===== src/rtl/twin_port_sram_pkg.sv =====
package twin_port_sram_pkg;
  typedef enum logic [1:0] {
    VIEW_NEW  = 2'd0,
    VIEW_OLD  = 2'd1,
    VIEW_HOLD = 2'd2
  } wr_view_e;
endpackage


===== src/rtl/twin_port_sram_core.sv =====
module twin_port_sram_core #(
  parameter int DATA_W = 8,
  parameter int DEPTH  = 16,
  parameter int ADDR_W = $clog2(DEPTH)
) (
  input  logic              clk_i,
  input  logic              rst_ni,
  input  logic              a_wr_i,
  input  logic [ADDR_W-1:0] a_addr_i,
  input  logic [DATA_W-1:0] a_wdata_i,
  input  logic              b_wr_i,
  input  logic [ADDR_W-1:0] b_addr_i,
  input  logic [DATA_W-1:0] b_wdata_i,
  output logic [DATA_W-1:0] a_old_o,
  output logic [DATA_W-1:0] b_old_o,
  output logic [DATA_W-1:0] a_post_o,
  output logic [DATA_W-1:0] b_post_o
);
  logic [DATA_W-1:0] mem_q [DEPTH];
  logic same_addr;

  assign same_addr = (a_addr_i == b_addr_i);
  assign a_old_o   = mem_q[a_addr_i];
  assign b_old_o   = mem_q[b_addr_i];
  assign a_post_o  = a_wdata_i;
  // port A takes the location on a double write
  assign b_post_o  = (a_wr_i && same_addr) ? a_wdata_i : b_wdata_i;

  always_ff @(posedge clk_i or negedge rst_ni) begin
    if (!rst_ni) begin
      for (int i = 0; i < DEPTH; i++) mem_q[i] <= '0;
    end else begin
      if (b_wr_i) mem_q[b_addr_i] <= b_wdata_i;
      if (a_wr_i) mem_q[a_addr_i] <= a_wdata_i;
    end
  end


  a_store_chk: assert property (@(posedge clk_i) disable iff (!rst_ni)
    a_wr_i |=> mem_q[$past(a_addr_i)] == $past(a_wdata_i));


  a_wins_chk: assert property (@(posedge clk_i) disable iff (!rst_ni)
    (a_wr_i && b_wr_i && same_addr) |=> mem_q[$past(b_addr_i)] == $past(a_wdata_i));


  b_store_chk: assert property (@(posedge clk_i) disable iff (!rst_ni)
    (b_wr_i && !(a_wr_i && same_addr)) |=> mem_q[$past(b_addr_i)] == $past(b_wdata_i));
endmodule


===== src/rtl/twin_port_sram_port.sv =====
module twin_port_sram_port
  import twin_port_sram_pkg::*;
#(
  parameter int       DATA_W = 8,
  parameter wr_view_e MODE   = VIEW_NEW
) (
  input  logic              clk_i,
  input  logic              rst_ni,
  input  logic              en_i,
  input  logic              we_i,
  input  logic [DATA_W-1:0] old_i,
  input  logic [DATA_W-1:0] post_i,
  output logic [DATA_W-1:0] rdata_o
);
  logic [DATA_W-1:0] wr_view;
  logic              wr_upd;

  generate
    if (MODE == VIEW_NEW) begin : g_new
      assign wr_view = post_i;
      assign wr_upd  = 1'b1;
    end else if (MODE == VIEW_OLD) begin : g_old
      assign wr_view = old_i;
      assign wr_upd  = 1'b1;
    end else begin : g_hold
      assign wr_view = old_i;
      assign wr_upd  = 1'b0;
    end
  endgenerate

  always_ff @(posedge clk_i or negedge rst_ni) begin
    if (!rst_ni) rdata_o <= '0;
    else if (en_i) begin
      if (!we_i) rdata_o <= old_i;
      else if (wr_upd) rdata_o <= wr_view;
    end
  end


  off_hold_chk: assert property (@(posedge clk_i) disable iff (!rst_ni)
    !en_i |=> $stable(rdata_o));


  read_data_chk: assert property (@(posedge clk_i) disable iff (!rst_ni)
    (en_i && !we_i) |=> rdata_o == $past(old_i));

  generate
    if (MODE == VIEW_NEW) begin : g_new_chk

      wr_new_chk: assert property (@(posedge clk_i) disable iff (!rst_ni)
        (en_i && we_i) |=> rdata_o == $past(post_i));
    end else if (MODE == VIEW_OLD) begin : g_old_chk

      wr_old_chk: assert property (@(posedge clk_i) disable iff (!rst_ni)
        (en_i && we_i) |=> rdata_o == $past(old_i));
    end else begin : g_hold_chk

      wr_hold_chk: assert property (@(posedge clk_i) disable iff (!rst_ni)
        (en_i && we_i) |=> $stable(rdata_o));
    end
  endgenerate
endmodule


===== src/rtl/twin_port_sram.sv =====
module twin_port_sram
  import twin_port_sram_pkg::*;
#(
  parameter int       DATA_W   = 8,
  parameter int       DEPTH    = 16,
  parameter bit       ACT_RISE = 1'b1,
  parameter wr_view_e MODE_A   = VIEW_NEW,
  parameter wr_view_e MODE_B   = VIEW_OLD,
  localparam int      ADDR_W   = $clog2(DEPTH)
) (
  input  logic              clk_i,
  input  logic              rst_ni,
  input  logic              a_en_i,
  input  logic              a_we_i,
  input  logic [ADDR_W-1:0] a_addr_i,
  input  logic [DATA_W-1:0] a_wdata_i,
  output logic [DATA_W-1:0] a_rdata_o,
  input  logic              b_en_i,
  input  logic              b_we_i,
  input  logic [ADDR_W-1:0] b_addr_i,
  input  logic [DATA_W-1:0] b_wdata_i,
  output logic [DATA_W-1:0] b_rdata_o
);
  logic              clk_act;
  logic [DATA_W-1:0] a_old, b_old, a_post, b_post;

  // edge selection folded into one internal clock
  generate
    if (ACT_RISE) begin : g_rise
      assign clk_act = clk_i;
    end else begin : g_fall
      assign clk_act = ~clk_i;
    end
  endgenerate

  twin_port_sram_core #(.DATA_W(DATA_W), .DEPTH(DEPTH), .ADDR_W(ADDR_W)) u_core (
    .clk_i    (clk_act),
    .rst_ni   (rst_ni),
    .a_wr_i   (a_en_i & a_we_i),
    .a_addr_i (a_addr_i),
    .a_wdata_i(a_wdata_i),
    .b_wr_i   (b_en_i & b_we_i),
    .b_addr_i (b_addr_i),
    .b_wdata_i(b_wdata_i),
    .a_old_o  (a_old),
    .b_old_o  (b_old),
    .a_post_o (a_post),
    .b_post_o (b_post)
  );

  twin_port_sram_port #(.DATA_W(DATA_W), .MODE(MODE_A)) u_port_a (
    .clk_i  (clk_act),
    .rst_ni (rst_ni),
    .en_i   (a_en_i),
    .we_i   (a_we_i),
    .old_i  (a_old),
    .post_i (a_post),
    .rdata_o(a_rdata_o)
  );

  twin_port_sram_port #(.DATA_W(DATA_W), .MODE(MODE_B)) u_port_b (
    .clk_i  (clk_act),
    .rst_ni (rst_ni),
    .en_i   (b_en_i),
    .we_i   (b_we_i),
    .old_i  (b_old),
    .post_i (b_post),
    .rdata_o(b_rdata_o)
  );

  // a reading port sees pre-edge contents even when the other port writes there
  cross_read_old_chk: assert property (@(posedge clk_act) disable iff (!rst_ni)
    (a_en_i && !a_we_i && b_en_i && b_we_i && a_addr_i == b_addr_i) |=> a_rdata_o == $past(a_old));


  always_comb begin
    if (!rst_ni) begin
      reset_out_chk: assert (a_rdata_o == '0 && b_rdata_o == '0);
    end
  end
endmodule


===== config.mk =====
export PLATFORM = sky130hd
export DESIGN_NAME = twin_port_sram
export DESIGN_NICKNAME = d
export VERILOG_FILES = /design/src/rtl/twin_port_sram_pkg.sv /design/src/rtl/twin_port_sram_core.sv /design/src/rtl/twin_port_sram_port.sv /design/src/rtl/twin_port_sram.sv
export SDC_FILE = /design/constraint.sdc
export NUM_CORES = 1
export LEC_CHECK = 0
export BUFFER_PORTS_ARGS = -buffer_cell sky130_fd_sc_hd__buf_2
export CORE_MARGIN = 4
export CORE_UTILIZATION = 42
export CTS_BUF_LIST = sky130_fd_sc_hd__clkbuf_8
export CTS_CLUSTER_SIZE = 10
export DETAILED_ROUTE_END_ITERATION = 16
export SLEW_MARGIN = 20
export SYNTH_ARGS = -nofsm -noshare
export SYNTH_HDL_FRONTEND = slang
export SYNTH_SLANG_ARGS = --single-unit

===== constraint.sdc =====
create_clock -name clk_i -period 2.65 [get_ports clk_i]
set_input_delay 0.3975 -clock clk_i [delete_from_list [all_inputs] [get_ports clk_i]]
set_output_delay 0.3975 -clock clk_i [all_outputs]
set_load 0.005 [all_outputs]

==> results.ini <==
[run_status]
outcome=finished, final reports clean

[global_routing]
grt_overflow_total=0
grt_pass1_wl_um=45600
track_usage_pct=25.8
grt_pass1_vias=7021
antenna_found_initial=0
grt_max_degree=64

[clocking]
cts_tree=done
clk_pin_slew_ps=80
post_cts.repair.setup_buffers=0
cts_resized=0
h-tree-depth=4
cts_sinks=144
cts.path.max_buffers=2
cts_root_buf=clkbuf_8
clk_latency_ps=460
cts_buffers=17

[die]
dieArea_mm2=0.0234
core_area_mm2=0.0205
start_util_pct=43.1
ioPinCount=46
row_count=52
die_h_um=153
die_w_um=153

[layout]
fin_area_mm2=0.00967
drive_above_1_share_pct=16.6
fin_cells=1156
post-route-util_pct=47.2
num-nets-final=905
num_antenna_cells=0
area_growth_pct=9.47

[worst_setup_path]
crit_slowest_cell=buf_2
worstSetupEndpointType=flop
arrival_ps=2010
crit_family=buffers and inverters
cp-start-kind=primary input
slowest_delay_ps=460
cp_num_buf_inv=2
timing.critical_path.cells=buf_2 > buf_4 > nor2_1 > nand2_1 > mux2i_1 > o21ai_0
crit_fanout=23
required_ps=2970
crit_type=primary input to flop

[yosys]
synth.largest_area_cell=dfrtp_1
synth_fp_nets=901
synth_top_cell_area_share_pct=40.8
ys_seq_area_share_pct=40.8
synth_area_leaders=dfrtp_1, mux2i_1, mux4_2
synth_seq_cells=144
avgSynthCellArea_um2=10.1
yosysUniqueCellTypes=44
synth_area_mm2=0.00884
ys.warnings.count=0
syn_inst=871

[power]
power.total_mw=7.18
pwr-share-clk_pct=28.8
total_leakage_power_nw=4.09
combinationalPowerShare_pct=24.4
p_per_area_mw_per_mm2=742
p_sw_mw=2.36
internal_power_mw=4.82
switching_share_pct=32.9
vdd_ir_drop_max_mv=0.296
p_seq_share_pct=46.8

[route]
route.detailed.drc=0
vias=7244
drt_iter0_drc=956
wl_um=30100
ant_nets=0
dr.pass1.iters=5
avgRoutedWirePerCell_um=26.0
viasPerCell=6.27

[sta]
fin_crit_sh_pct=63.7
final.setup.tns_ps=0
setup_violations=0
tightest_slew_ps=715
worst_slack_ps=962
rsz0062_at_grt=no
fin_worst_hold_slack_ps=317
final.setup_skew_ps=10.8
relSlewSlack_pct=52.3
min_period_ps=1690
fmax_mhz=592
drv_slew=0
hold_viol=0

[placement]
post-place-ws_ps=496
place_inst=1125
io_buffers=45
placed_cell_area_mm2=0.00920
gp_congestion=0.983
hpwl_um=20500

[min_path]
hold_path.class=primary input to flop

[run]
max_cap_viol_count=0

## placed cells by master, fill, tap and decap left out, types with 3 or more instances in the layout
cell type  count
nand2b_1       4
dfrtp_1      144
nor2_2         6
a31oi_1        9
a22oi_1        6
buf_12         3
bufinv_16      5
nor2_4         3
nand3_1        6
or2_2          3
a221oi_1       6
nand2_1       45
a211oi_1       6
buf_2         44
nor2b_1        4
a21oi_1      106
nor2_1       111
clkbuf_8      20
mux2i_1      195
o21ai_0       36
nor3_1         3
and2_1         4
o22ai_1       32
nand3b_1       6
buf_4         17
or3_1          4
mux4_2        32
## repair_timing
action | 4_1_cts | 5_1_grt
endpoints found under the setup margin | 0 | 0
hold endpoints to repair | 61 | 0
hold buffers | 1 | 0
## registers in the layout, summed over array words and instances (netlist names)
name,count
u_core.mem_q,128
u_port_b.rdata_o,8
u_port_a.rdata_o,8
## worst paths after layout
check	cells after the start	start	slack (ps)	end
hold / removal	2	b_en_i	320	u_port_b.rdata_o[0]
setup reg to reg	4	u_core.mem_q[96]	1010	u_port_a.rdata_o[0]
setup / recovery	6	b_addr_i[3]	960	u_core.mem_q[123]
max in group asynchronous	3	rst_ni	1440	u_core.mem_q[114]
hold reg to reg	2	u_port_b.rdata_o[6]	550	u_port_b.rdata_o[6]
min in group asynchronous	2	rst_ni	520	u_core.mem_q[93]
## power by group through the flow
stage	clock network (mW)	registers, mW	logic (mW)
global placement	0	3.38	1.70
floorplan	0	3.11	1.27
global route	2.19	3.41	1.92
finish	2.07	3.36	1.75
CTS	2.10	3.34	1.74
detailed placement	0	3.38	1.73
## cells in the mapped netlist, drive strengths merged
library cell,instances
mux2i,195
and4,1
nand3b,6
nor4,1
o221a,1
and2,4
or3,4
nand3,6
and4bb,1
nor3b,1
o22ai,32
and3,1
o21ai,38
nor2,120
a22oi,6
a211oi,6
dfrtp,144
or3b,3
nand2,45
a31oi,9
nor2b,4
buf,39
a21oi,106
nand4b,2
or2,4
nor3,4
and4b,2
mux4,32
a221oi,6
nand4,2
clkbuf,42
nand2b,4
## worst register-to-register path, stage by stage (launching register included)
cell     delay (ps)
dfrtp_1         430
mux4_2          500
a21oi_1         200
nand4_1         220
o221a_2         190
## layer usage
metal | part of all wire (%) | track usage, %
met1 | 43 | 37.5
met5 | 0 | 0
met4 | 2.2 | 7.17
met2 | 45 | 38.4
met3 | 9.6 | 6.73
## layout make-up
class	count	area, um2
Timing Repair Buffer	66	429
Clock inverter	10	184
Sequential cell	144	3600
Tap cell	270	338
Clock buffer	20	275
Multi-Input combinational cell	646	4840
Fill cell	1952	10800
## cell families (layout without fill, tap and decap cells)
| kind of cell | count (synthesis) | after routing | synth area share (%) |
|---|---|---|---|
| AO/OA/AOI/OAI | 204 | 204 | 12.8 |
| buffers and inverters | 81 | 96 | 4.40 |
| flip-flops | 144 | 144 | 40.8 |
| multiplexers | 227 | 227 | 30.2 |
| AND/OR/NAND/NOR | 215 | 215 | 11.8 |
(Power assumes the default switching activity.)
